`config.mk`:
```
export PLATFORM = sky130hd
export DESIGN_NAME = pin_change_irq
export DESIGN_NICKNAME = d
export VERILOG_FILES = /design/src/rtl/pcx_pkg.sv /design/src/rtl/pcx_sync.sv /design/src/rtl/pcx_group.sv /design/src/rtl/pcx_regs.sv /design/src/rtl/pin_change_irq.sv
export SDC_FILE = /design/constraint.sdc
export NUM_CORES = 1
export LEC_CHECK = 0
export BUFFER_PORTS_ARGS = -buffer_cell sky130_fd_sc_hd__buf_4
export CORE_MARGIN = 1.5
export CORE_UTILIZATION = 53
export CTS_BUF_LIST = sky130_fd_sc_hd__clkbuf_8 sky130_fd_sc_hd__clkbuf_16
export CTS_CLUSTER_DIAMETER = 200
export DETAILED_ROUTE_END_ITERATION = 7
export PLACE_DENSITY_LB_ADDON = 0.15
export SETUP_SLACK_MARGIN = 0.2
export SYNTH_ARGS = -nofsm -noshare
export SYNTH_HDL_FRONTEND = slang
export SYNTH_SLANG_ARGS = --single-unit
```
`constraint.sdc`:
```
create_clock -name clk_i -period 1.4 [get_ports clk_i]
set_input_delay 0.07 -clock clk_i [delete_from_list [all_inputs] [get_ports clk_i]]
set_output_delay 0.07 -clock clk_i [all_outputs]
set_load 0.1 [all_outputs]
```
`src/rtl/pcx_pkg.sv`:
```
`timescale 1ns/1ps
package pcx_pkg;
   localparam int unsigned NUM_GRP = 2;
   localparam int unsigned ADDR_W  = 2;
   localparam logic [ADDR_W-1:0] RA_CTRL  = 2'd0;
   localparam logic [ADDR_W-1:0] RA_FLAG  = 2'd1;
   localparam logic [ADDR_W-1:0] RA_MASK0 = 2'd2;
   localparam logic [ADDR_W-1:0] RA_MASK1 = 2'd3;
endpackage

```
`src/rtl/pcx_sync.sv`:
```
`timescale 1ns/1ps
module pcx_sync #(
   parameter int unsigned WIDTH  = 13,
   parameter int unsigned STAGES = 2
) (
   input  logic             clk_i,
   input  logic             rst_ni,
   input  logic [WIDTH-1:0] d_i,
   output logic [WIDTH-1:0] q_o
);
   generate
      if (STAGES < 2) begin : g_bad
         $error("pcx_sync: STAGES must be at least 2");
      end
   endgenerate

   logic [WIDTH-1:0] stage_q [STAGES];

   genvar s;
   generate
      for (s = 0; s < STAGES; s++) begin : g_stage
         always_ff @(posedge clk_i or negedge rst_ni) begin
            if (!rst_ni) stage_q[s] <= '0;
            else if (s == 0) stage_q[s] <= d_i;
            else stage_q[s] <= stage_q[(s == 0) ? 0 : s-1];
         end
      end
   endgenerate

   assign q_o = stage_q[STAGES-1];
endmodule

```
`src/rtl/pcx_group.sv`:
```
`timescale 1ns/1ps
module pcx_group #(
   parameter int unsigned WIDTH  = 8,
   parameter int unsigned DATA_W = 8
) (
   input  logic              clk_i,
   input  logic              rst_ni,
   input  logic [WIDTH-1:0]  pin_sync_i,
   input  logic              mask_we_i,
   input  logic [DATA_W-1:0] wdata_i,
   input  logic              clr_i,
   output logic [WIDTH-1:0]  mask_o,
   output logic              hit_o,
   output logic              flag_o
);
   generate
      if (WIDTH == 0 || WIDTH > DATA_W) begin : g_bad
         $error("pcx_group: WIDTH must be in 1..DATA_W");
      end
   endgenerate

   logic [WIDTH-1:0] mask_q;
   logic [WIDTH-1:0] last_q;
   logic [WIDTH-1:0] moved;
   logic             flag_q;

   always_ff @(posedge clk_i or negedge rst_ni) begin
      if (!rst_ni) mask_q <= '0;
      else if (mask_we_i) mask_q <= wdata_i[WIDTH-1:0];
   end

   // previous level tracks every pin regardless of mask, so unmasking a
   // steady pin sees no difference
   always_ff @(posedge clk_i or negedge rst_ni) begin
      if (!rst_ni) last_q <= '0;
      else last_q <= pin_sync_i;
   end

   assign moved = (pin_sync_i ^ last_q) & mask_q;
   assign hit_o = |moved;

   // set has priority over clear
   always_ff @(posedge clk_i or negedge rst_ni) begin
      if (!rst_ni) flag_q <= 1'b0;
      else if (hit_o) flag_q <= 1'b1;
      else if (clr_i) flag_q <= 1'b0;
   end

   assign mask_o = mask_q;
   assign flag_o = flag_q;
endmodule

```
`src/rtl/pcx_regs.sv`:
```
`timescale 1ns/1ps
module pcx_regs
   import pcx_pkg::*;
#(
   parameter int unsigned DATA_W = 8
) (
   input  logic              clk_i,
   input  logic              rst_ni,
   input  logic              wr_i,
   input  logic [ADDR_W-1:0] addr_i,
   input  logic [DATA_W-1:0] wdata_i,
   input  logic [NUM_GRP-1:0] flag_i,
   input  logic [DATA_W-1:0] mask0_i,
   input  logic [DATA_W-1:0] mask1_i,
   output logic [NUM_GRP-1:0] en_o,
   output logic [NUM_GRP-1:0] flag_wclr_o,
   output logic [DATA_W-1:0] rdata_o
);
   generate
      if (DATA_W < NUM_GRP) begin : g_bad
         $error("pcx_regs: DATA_W too small for group bits");
      end
   endgenerate

   logic [NUM_GRP-1:0] en_q;

   always_ff @(posedge clk_i or negedge rst_ni) begin
      if (!rst_ni) en_q <= '0;
      else if (wr_i && addr_i == RA_CTRL) en_q <= wdata_i[NUM_GRP-1:0];
   end

   assign flag_wclr_o = (wr_i && addr_i == RA_FLAG) ? wdata_i[NUM_GRP-1:0] : '0;
   assign en_o        = en_q;

   always_comb begin
      rdata_o = '0;
      unique case (addr_i)
         RA_CTRL:  rdata_o[NUM_GRP-1:0] = en_q;
         RA_FLAG:  rdata_o[NUM_GRP-1:0] = flag_i;
         RA_MASK0: rdata_o = mask0_i;
         RA_MASK1: rdata_o = mask1_i;
         default:  rdata_o = '0;
      endcase
   end
endmodule

```
`src/rtl/pin_change_irq.sv`:
```
`timescale 1ns/1ps
module pin_change_irq
   import pcx_pkg::*;
#(
   parameter int unsigned G0_PINS     = 8,
   parameter int unsigned G1_PINS     = 5,
   parameter int unsigned DATA_W      = 8,
   parameter int unsigned SYNC_STAGES = 2
) (
   input  logic                       clk_i,
   input  logic                       rst_ni,
   input  logic [G0_PINS+G1_PINS-1:0] pins_i,
   input  logic                       glob_ie_i,
   input  logic [NUM_GRP-1:0]         ack_i,
   input  logic                       reg_wr_i,
   input  logic [ADDR_W-1:0]          reg_addr_i,
   input  logic [DATA_W-1:0]          reg_wdata_i,
   output logic [DATA_W-1:0]          reg_rdata_o,
   output logic [NUM_GRP-1:0]         irq_o
);
   localparam int unsigned NPINS = G0_PINS + G1_PINS;

   logic [NPINS-1:0]   pin_sync;
   logic [NUM_GRP-1:0] grp_en;
   logic [NUM_GRP-1:0] grp_flag;
   logic [NUM_GRP-1:0] grp_hit;
   logic [NUM_GRP-1:0] grp_clr;
   logic [NUM_GRP-1:0] flag_wclr;
   logic [DATA_W-1:0]  mask_ext [NUM_GRP];

   pcx_sync #(.WIDTH(NPINS), .STAGES(SYNC_STAGES)) i_sync (
      .clk_i (clk_i),
      .rst_ni(rst_ni),
      .d_i   (pins_i),
      .q_o   (pin_sync)
   );

   assign grp_clr = flag_wclr | ack_i;

   genvar g;
   generate
      for (g = 0; g < NUM_GRP; g++) begin : g_grp
         localparam int unsigned W  = (g == 0) ? G0_PINS : G1_PINS;
         localparam int unsigned LO = (g == 0) ? 0 : G0_PINS;
         localparam logic [ADDR_W-1:0] MADDR = (g == 0) ? RA_MASK0 : RA_MASK1;
         logic [W-1:0] mask;

         pcx_group #(.WIDTH(W), .DATA_W(DATA_W)) i_group (
            .clk_i     (clk_i),
            .rst_ni    (rst_ni),
            .pin_sync_i(pin_sync[LO +: W]),
            .mask_we_i (reg_wr_i && reg_addr_i == MADDR),
            .wdata_i   (reg_wdata_i),
            .clr_i     (grp_clr[g]),
            .mask_o    (mask),
            .hit_o     (grp_hit[g]),
            .flag_o    (grp_flag[g])
         );

         always_comb begin
            mask_ext[g]        = '0;
            mask_ext[g][W-1:0] = mask;
         end
      end
   endgenerate

   pcx_regs #(.DATA_W(DATA_W)) i_regs (
      .clk_i      (clk_i),
      .rst_ni     (rst_ni),
      .wr_i       (reg_wr_i),
      .addr_i     (reg_addr_i),
      .wdata_i    (reg_wdata_i),
      .flag_i     (grp_flag),
      .mask0_i    (mask_ext[0]),
      .mask1_i    (mask_ext[1]),
      .en_o       (grp_en),
      .flag_wclr_o(flag_wclr),
      .rdata_o    (reg_rdata_o)
   );

   assign irq_o = grp_flag & grp_en & {NUM_GRP{glob_ie_i}};
endmodule

```
==> metrics.txt, run 1 <==
Clock Sinks=56; Fin. Hold Viols=0; Worst Path Arrival=1.39 ns; vias in the first global route=1,237; Max-Slew Margin vs Limit=around 56%; TritonCTS buffer count=5; crit path capture type=primary output; Flop pwr share=approximately 50%; floorplan row count=21; Tightest Pin Transition=about 0.66 ns; Non-Filler Instances=232; post-detail-place hpwl=between 2000 and 2500 um; Port Buffer Count=38; Die Ht=around 64 um; Core Util, Final=between 80 and 90%; Die Width=63.9 um; DR iter-0 viols=85; WL/cell=between 10 and 15 um; Synth cell types=22; Core Area=0.00344 mm^2; die area=around 0.0041 mm^2; crit path kind=register to primary output; slowest CP cell=mux4_2; fin crit period=1.46 ns; largest net degree at the start of global routing=between 50 and 60; Initial Util=around 57%; cell family contributing the most delay on the critical path=multiplexers; Avg Cell Area, Syn=between 15 and 20 um^2; antenna diode count=0; Placed Cells=just under 200; commonest cells after routing, fill and taps aside=dfrtp_1 (56), buf_4 (37), dlygate4sd3_1 (16), mux2_2 (15), xor2_1 (13); most common cell after layout, fill and taps aside=dfrtp_1; net switching power=roughly 1100 uW; DRC errors left=0; Cell Area, Synth=between 0.0015 and 0.002 mm^2; worst hold path class=primary input to register; Max Clock Freq=between 0.6 and 0.7 GHz; drt total wl=3400 um; P per Cell Area=1340 mW/mm^2; Syn Nets=144; YS warnings=0; maximum vdd drop=approximately 0.94 mV; post-route cell area=roughly 0.0028 mm^2; Final Worst Setup Slack=-0.0617 ns; initial antenna violation count=0; total of max-cap violations=0; delay of the slowest critical-path stage=0.51 ns; Final period util=104%; GRT Total Usage=a little under a fifth; combinational power share=26.5%; Int Power=2620 uW; Detail Route Antenna Nets=0; first-pass GRT wire length=5470 um; Yosys reg bits=56; via count=approximately 1,200; FF-to-FF setup slack=0.24 ns; Switching Fraction=slightly below 30%; GPL Wtd Cong=about 0.74; Via-to-Cell Ratio=between 5 and 6; RSZ-0062 raised after global routing=yes; P_leak=0.00127 uW; failing checks=negative setup slack; critical path fanouts, max=3; I/O Pins=39; DRT Pass-1 Iters=4; Slew Limit Fails=0; startpoint types=register; final setup vio count=2; fin nets=214; GRT overflow=0; Seq/Total Area, Yosys=71.2%; clock root buffer=clkbuf_8; placed inst area=0.00230 mm^2; Synth Instances=115; CTS tree=built; Longest Clk Path Bufs=2; hold_ws=0.00421 ns; area grow syn2layout=40.6%; clock share of power=a little under a quarter; status=finished, violations left; WP data required=1.33 ns; setup skew after layout=0.00601 ns; layout cells sized above 1=~46%; Reg clk slew, reported paths=roughly 0.090 ns; CP Buf/Inv Count=1; clk_lat worst skew=about 0.30 ns; CTS H-Tree Depth=2; crit-path cells=mux4_2 -> buf_12
## sequential cells by signal, summed over array words and instances, names as in the netlist
| name | cells |
|---|---|
| g_grp.i_group.mask_o | 13 |
| g_grp.i_group.flag_o | 2 |
| i_sync.q_o | 13 |
| i_regs.en_o | 2 |
| g_grp.i_group.last_q | 13 |
| i_sync.stage_q | 13 |
## cells by family (layout without fill, tap and decap cells)
logic type	Yosys count	in the layout	synth area share, %
flip-flops	56	56	71.2
multiplexers	20	20	12.8
AND/OR/NAND/NOR	18	18	6.55
XOR/XNOR	13	13	5.79
AO/OA/AOI/OAI	6	6	2.67
buffers and inverters	2	73	0.954
## cells in the mapped netlist
cell type,count,area [um^2]
dfrtp_1,56,1400
mux2_2,15,169
xor2_1,13,114
nor2b_1,4,25.0
and2_1,3,18.8
mux2i_1,3,30.0
a222oi_1,2,20.0
a22oi_1,2,15.0
and3_1,2,12.5
mux4_1,2,52.6
nand4b_1,2,17.5
a221oi_1,1,8.76
a22o_1,1,8.76
buf_4,1,7.51
buf_6,1,11.3
nand2_1,1,3.75
nand2_4,1,11.3
nand3_1,1,5.00
nand3b_1,1,7.51
nand4_1,1,6.26
nor2b_4,1,13.8
nor3b_1,1,7.51
## power by group through the flow
stage          logic [uW]  registers (uW)  clock network (uW)
2_1_floorplan         530            1860                   0
3_3_place_gp          697            1880                   0
3_5_place_dp          708            1890                   0
4_1_cts               922            1850                 891
5_1_grt              1030            1870                 961
6_report              981            1860                 859
## through the flow
step | total power [uW] | worst slack, ns | setup TNS, ns
after global routing | 3860 | -0.114 | -0.216
after CTS | 3670 | -0.0710 | -0.121
final | 3690 | -0.0617 | -0.120
after global placement | 2580 | 0.222 | 0
after floorplan | 2390 | 0.102 | 0
after detailed placement | 2600 | 0.209 | 0
## cell type report
class                           instances  area (um^2)
Tap cell                               46         57.6
Fill cell                             177          676
Sequential cell                        56         1400
Multi-Input combinational cell         57          579
Clock inverter                          2         11.3
Timing Repair Buffer                   65          634
Clock buffer                            6         82.6
## layer usage
metal	GRT usage, %	vias up	share of wire [%]
met5	0	-	0
met4	6.79	0	1.6
met3	4.05	6	4.2
met2	32.3	32	54
met1	21.1	587	40
li1	-	542	-
## timing repair
action	in CTS	in global routing
pin swaps	0	5
gates resized for setup	22	8
endpoints found under the setup margin	6	12
buffers inserted	8	3
endpoints found under the hold margin	70	1
hold buffers	15	1
## worst paths after layout
kind / startpoint / to / depth (start not counted)
max reg2reg: g_grp[1].i_group.mask_o[0] / g_grp[1].i_group.flag_o / 4
min reg2reg: i_sync.stage_q[13] / i_sync.q_o[0] / 0
min in group asynchronous: rst_ni / i_sync.q_o[5] / 2
min: reg_wdata_i[5] / g_grp[0].i_group.mask_o[5] / 2
max: g_grp[1].i_group.mask_o[1] / reg_rdata_o[1] / 2
max in group asynchronous: rst_ni / g_grp[0].i_group.mask_o[0] / 2
## worst reg2reg max path: cells and delay by family, from the launching register on
kind,cells,cell delay (ns)
flops,1,0.39
compound gates,1,0.31
simple gates,1,0.08
buf+inv,2,0.25
(Power assumes the default switching activity.)
==> inputs of run 2 (changes only) <==
Settings changed: ABC_AREA set to 1, CORE_UTILIZATION 53 to 54.
==> metrics.txt, run 2 <==
status=finished clean (was finished, violations left); crit-path cells=nand2_1 -> nor2_4 -> buf_12 (was mux4_2 -> buf_12); GRT Total Usage=19.9% (was 18.1%); crit path kind=register to primary output (unchanged); Yosys reg bits=56 (unchanged); post-detail-place hpwl=2400 um (was 2050 um); delay of the slowest critical-path stage=0.41 ns (was 0.51 ns); Die Width=65.1 um (was 63.9 um); maximum vdd drop=0.816 mV (was 0.940 mV); setup skew after layout=0.00530 ns (was 0.00601 ns); Detail Route Antenna Nets=0 (unchanged); post-synthesis compound-gate area fraction=6.31% (was 2.67%); post-synthesis simple-gate area fraction=18.9% (was 6.55%); Via-to-Cell Ratio=4.79 (was 5.03); TritonCTS buffer count=5 (unchanged); critical path fanouts, max=3 (unchanged); WP data required=1.33 ns (about the same); top cells by area, synth=dfrtp_1 (67%), nand2_1 (9.6%), inv_1 (6.1%) (was dfrtp_1 (71%), mux2_2 (8.6%), xor2_1 (5.8%)); total of max-cap violations=0 (unchanged); Port Buffer Count=38 (unchanged); CTS tree=built (unchanged); layout cells sized above 1=26.8% (was 45.7%); hold path cells=3 (was 2); Max-Slew Margin vs Limit=79.8% (was 55.9%); vias in the first global route=1,394 (was 1,237); hold_ws=0.00715 ns (was 0.00421 ns); R2R Path Start=g_grp[0].i_group.mask_o[6] (was g_grp[1].i_group.mask_o[0]); antenna diode count=0 (unchanged); Synth cell types=18 (was 22); first-pass GRT wire length=6170 um (was 5470 um); Core Area=0.00369 mm^2 (was 0.00344 mm^2); Reg2Reg Depth=5 (was 4); Core Util, Final=78.3% (was 80.4%); area grow syn2layout=38.8% (was 40.6%); clock share of power=24.1% (was 23.2%); Syn Nets=231 (was 144); GPL Wtd Cong=0.717 (was 0.744); Non-Filler Instances=320 (was 232); most common cell after layout, fill and taps aside=dfrtp_1 (unchanged); Seq/Total Area, Yosys=67.3% (was 71.2%); Worst Path Arrival=1.15 ns (was 1.39 ns); Post-Synth Adder-Cell Area=0% (unchanged); P per Cell Area=1220 mW/mm^2 (was 1340 mW/mm^2); Clock Sinks=56 (unchanged); WL/cell=12.4 um (was 14.7 um); Reg clk slew, reported paths=0.09 ns (about the same); YS warnings=0 (unchanged); Longest Clk Path Bufs=2 (unchanged); area share of xor/xnor cells in the synthesized design=0.421% (was 5.79%); startpoint types=register (unchanged); slowest CP cell=dfrtp_1 (was mux4_2); clock root buffer=clkbuf_8 (unchanged); largest family of logic cells by synthesized area=simple AND/OR/NAND/NOR gates (was multiplexers); P_leak=0.00149 uW (was 0.00127 uW); crit path capture type=primary output (unchanged); Yosys top cell by area=dfrtp_1 (unchanged); DRT Pass-1 Iters=4 (unchanged); RSZ-0062 raised after global routing=yes (unchanged); GRT overflow=0 (unchanged); FF-to-FF setup slack=0.40 ns (was 0.24 ns); largest net degree at the start of global routing=35 (was 57); Int Power=2480 uW (was 2620 uW); via count=1,532 (was 1,167); DRC errors left=0 (unchanged); Flop pwr share=52.0% (was 50.2%); Switching Fraction=29.7% (was 29.0%); CTS H-Tree Depth=2 (unchanged); I/O Pins=39 (unchanged); worst hold path class=primary input to register (unchanged); Fin. Hold Viols=0 (unchanged); Tightest Pin Transition=0.303 ns (was 0.661 ns); Initial Util=56.4% (was 57.1%); multiplexer area fraction after synthesis=0% (was 12.8%); Die Ht=65.1 um (was 63.9 um); Worst Hold End=g_grp[0].i_group.mask_o[7] (was g_grp[0].i_group.mask_o[5]); Worst Hold Launch=reg_wdata_i[7] (was reg_wdata_i[5]); Placed Cells=288 (was 197); drt total wl=3960 um (was 3400 um); Worst R2R End=g_grp[0].i_group.flag_o (was g_grp[1].i_group.flag_o); Avg Cell Area, Syn=10.3 um^2 (was 17.1 um^2); clk_lat worst skew=0.30 ns (about the same); Max Clock Freq=0.821 GHz (was 0.684 GHz); Synth async-reset ratio=100% (unchanged); commonest cells after routing, fill and taps aside=dfrtp_1 (56), nand2_1 (53), buf_4 (37), inv_1 (36) (was dfrtp_1 (56), buf_4 (37), dlygate4sd3_1 (16), mux2_2 (15), xor2_1 (13)); top-count cell post-synth=dfrtp_1 (unchanged); Synth top area share=67.3% (was 71.2%); ys flop type=dfrtp_1 (unchanged); fin crit period=1.22 ns (was 1.46 ns); Cell Area, Synth=0.00208 mm^2 (was 0.00197 mm^2); final setup vio count=0 (was 2); DR iter-0 viols=93 (was 85); combinational power share=23.9% (was 26.5%); sum of negative setup slack=0 ns (was -0.120 ns); EDFF count, synth=0 (unchanged); initial antenna violation count=0 (unchanged); net switching power=1050 uW (was 1070 uW); floorplan row count=22 (was 21); Synth Instances=202 (was 115); Final period util=87.0% (was 104%); Slew Limit Fails=0 (unchanged); die area=0.00423 mm^2 (was 0.00409 mm^2); Synth top cells by count=dfrtp_1 (56), nand2_1 (53), inv_1 (34), nand3_1 (16), nor2_1 (12) (was dfrtp_1 (56), mux2_2 (15), xor2_1 (13), nor2b_1 (4)); fin nets=300 (was 214)
[run 2: changes by cell type in the layout (fill, tap and decap cells not counted), moves of 7 or more]
cell | before | now
nand2_1 | 1 | 53
xor2_1 | 13 | 1
nand3_1 | 1 | 15
mux2_2 | 15 | 0
nor2_1 | 0 | 7
inv_1 | 1 | 36
[run 2: power groups by stage]
stage	sequential, uW	clock (uW)	combinational, uW
3_3_place_gp	1870	0	645
6_report	1840	853	845
2_1_floorplan	1850	0	471
3_5_place_dp	1870	0	653
5_1_grt	1850	944	906
4_1_cts	1840	877	752
[run 2: worst max-delay path: cells and delay by family, from the launching register on]
kind | cells | cell delay, ns
flip-flops | 1 | 0.41
AND/OR/NAND/NOR | 2 | 0.25
buffers and inverters | 1 | 0.18
[run 2: what timing repair did]
action	in CTS	in global routing
pin swaps	2	3
endpoints found under the setup margin	10	9
hold buffers	15	0
buffers inserted	3	6
hold endpoints to repair	70	0
gates resized for setup	14	13
[run 2: area by class of cell]
| cell class | count | area, um^2 |
|---|---|---|
| clock inverters | 2 | 7.51 |
| flip-flops and latches | 56 | 1400 |
| fillers | 239 | 801 |
| repair buffers | 63 | 626 |
| well taps | 48 | 60.1 |
| multi-input cells | 109 | 576 |
| inverters | 36 | 135 |
| clock buffers | 6 | 82.6 |
[run 2: stage by stage]
stage / area [um^2] / power (uW) / worst slack, ns
floorplan: 2110 / 2320 / -0.00104
global placement: 2470 / 2510 / 0.319
detailed placement: 2470 / 2530 / 0.317
CTS: 2790 / 3470 / 0.166
global route: 2890 / 3700 / 0.121
finish: 2890 / 3530 / 0.182
[run 2: cells by family after synthesis]
family,count (synthesis)
flops,56
simple gates,90
buf+inv,37
xor+xnor,1
compound gates,18
[run 2: worst max-delay path by stage]
stage	cells past startpoint	from	slack, ns	to
CTS	2	g_grp[1].i_group.mask_o[2]	0.17	reg_rdata_o[2]
detailed placement	5	reg_addr_i[0]	0.32	reg_rdata_o[5]
global placement	5	reg_addr_i[0]	0.32	reg_rdata_o[6]
global route	3	g_grp[0].i_group.flag_o	0.12	irq_o[0]
finish	3	g_grp[0].i_group.flag_o	0.18	irq_o[0]
floorplan	2	g_grp[0].i_group.flag_o	-0.001	reg_rdata_o[0]
[run 2: per-layer routing]
metal	wire length (um)	track usage (%)	part of all wire (%)	up-vias
met5	0	0	0	-
met4	70	8.33	1.8	0
met3	171	6.94	4.3	9
met2	2080	32.1	52	38
met1	1640	24.6	41	722
li1	-	-	-	763
==> inputs of run 3 (changes only) <==
Settings changed: GPL_TIMING_DRIVEN set to 0.
==> metrics.txt, run 3 (same netlist as run 2, synthesis figures left out) <==
Worst Path Arrival=1.13 ns (was 1.15 ns); critical path fanouts, max=2 (was 3); Via-to-Cell Ratio=4.71 (was 4.79); floorplan row count=22 (unchanged); fin nets=300 (unchanged); antenna diode count=0 (unchanged); CTS H-Tree Depth=2 (unchanged); initial antenna violation count=0 (unchanged); final setup vio count=0 (unchanged); Initial Util=56.4% (unchanged); crit path capture type=primary output (unchanged); crit-path cells=a22o_1 -> buf_12 (was nand2_1 -> nor2_4 -> buf_12); P_leak=0.00148 uW (was 0.00149 uW); commonest cells after routing, fill and taps aside=dfrtp_1 (56), nand2_1 (53), buf_4 (36), inv_1 (34) (was dfrtp_1 (56), nand2_1 (53), buf_4 (37), inv_1 (36)); Slew Limit Fails=0 (unchanged); worst hold path class=primary input to register (unchanged); Longest Clk Path Bufs=2 (unchanged); TritonCTS buffer count=5 (unchanged); CTS tree=built (unchanged); via count=1,508 (was 1,532); layout cells sized above 1=26.8% (unchanged); WL/cell=11.6 um (was 12.4 um); Fin. Hold Viols=0 (unchanged); Core Util, Final=78.1% (was 78.3%); FF/Latch Area=0.00140 mm^2 (unchanged); largest net degree at the start of global routing=57 (was 35); crit path kind=register to primary output (unchanged); P per Cell Area=1270 mW/mm^2 (was 1220 mW/mm^2); Reg2Reg Depth=5 (unchanged); most common cell after layout, fill and taps aside=dfrtp_1 (unchanged); RSZ-0062 raised after global routing=yes (unchanged); first-pass GRT wire length=6430 um (was 6170 um); status=finished clean (unchanged); slowest CP cell=dfrtp_1 (unchanged); Max Clock Freq=0.832 GHz (was 0.821 GHz); GRT overflow=0 (unchanged); drt total wl=3700 um (was 3960 um); Die Ht=65.1 um (unchanged); area grow syn2layout=38.4% (was 38.8%); DRT Pass-1 Iters=4 (unchanged); GRT Total Usage=20.3% (was 19.9%); Tightest Pin Transition=0.669 ns (was 0.303 ns); delay of the slowest critical-path stage=0.40 ns (was 0.41 ns); Final period util=85.9% (was 87.0%); DR iter-0 viols=71 (was 93); GPL Wtd Cong=0.740 (was 0.717); area of the multi-input gates=566 um^2 (was 576 um^2); DRC errors left=0 (unchanged); clock root buffer=clkbuf_8 (unchanged); I/O Pins=39 (unchanged); Port Buffer Count=38 (unchanged); Detail Route Antenna Nets=0 (unchanged); Max-Slew Margin vs Limit=55.4% (was 79.8%); fin crit period=1.20 ns (was 1.22 ns); vias in the first global route=1,479 (was 1,394); clk_lat worst skew=0.30 ns (about the same); maximum vdd drop=0.886 mV (was 0.816 mV); Reg clk slew, reported paths=0.09 ns (about the same); Core Area=0.00369 mm^2 (unchanged); Clock Sinks=56 (unchanged); hold_ws=0.0198 ns (was 0.00715 ns); hold path cells=3 (unchanged); total of max-cap violations=0 (unchanged); post-detail-place hpwl=2400 um (about the same); setup skew after layout=0.00788 ns (was 0.00530 ns); WP data required=1.33 ns (about the same); sum of negative setup slack=0 ns (unchanged); die area=0.00423 mm^2 (unchanged); startpoint types=register (unchanged); fill count=237 (was 239); Die Width=65.1 um (unchanged)
==> run 3: routing by layer <==
metal / track usage [%] / wire, um
met5: 0 / 0
met4: 8.59 / 73
met3: 5.38 / 140
met1: 25.8 / 1640
met2: 33.0 / 1850
==> run 3: critical path, delay by kind of cell, from the launching register on <==
family / cells / cell delay [ns]
buffers and inverters: 1 / 0.17
flip-flops: 1 / 0.40
AO/OA/AOI/OAI: 1 / 0.25
==> run 3: area by class of cell <==
cell class / instances / share of cell area, %
buffer: 1 / 0.391
clock buffer: 5 / 2.39
clock inverter: 3 / 1.35
inverter: 36 / 4.69
multi-input combinational: 109 / 19.6
sequential: 56 / 48.7
tap: 48 / 2.09
timing repair buffer: 62 / 20.8
==> run 3: power breakdown <==
| part | total, uW | internal [uW] | switching (uW) |
|---|---|---|---|
| clock | 1000 | 524 | 477 |
| sequential | 1830 | 1750 | 79.4 |
| combinational | 823 | 332 | 491 |
| total | 3650 | 2610 | 1050 |
==> run 3: what timing repair did <==
action / CTS / global route
setup endpoints to repair: 8 / 10
hold buffers: 16 / 0
resized for setup: 14 / 10
setup buffers: 5 / 3
pin swaps: 3 / 1
hold endpoints to repair: 71 / 0
cloned: 0 / 0
==> run 3: worst paths after layout <==
kind                                             from  slack, ns                          to
min in group asynchronous                      rst_ni       0.34          i_sync.stage_q[19]
max in group asynchronous                      rst_ni       0.61  g_grp[0].i_group.last_q[5]
min                                    reg_wdata_i[6]       0.02  g_grp[0].i_group.mask_o[6]
max                        g_grp[1].i_group.mask_o[2]       0.20              reg_rdata_o[2]
min reg2reg                        i_sync.stage_q[23]       0.35              i_sync.q_o[10]
max reg2reg                g_grp[0].i_group.mask_o[2]       0.40     g_grp[0].i_group.flag_o
==> run 3: metrics by stage <==
step | instances | area, um^2 | worst slack (ns) | total power, uW
final | 320 | 2880 | 0.198 | 3650
after global routing | 320 | 2880 | 0.152 | 3840
after CTS | 317 | 2820 | 0.175 | 3640
after detailed placement | 288 | 2460 | 0.310 | 2520
after global placement | 288 | 2460 | 0.308 | 2510
after floorplan | 202 | 2110 | -0.00104 | 2320
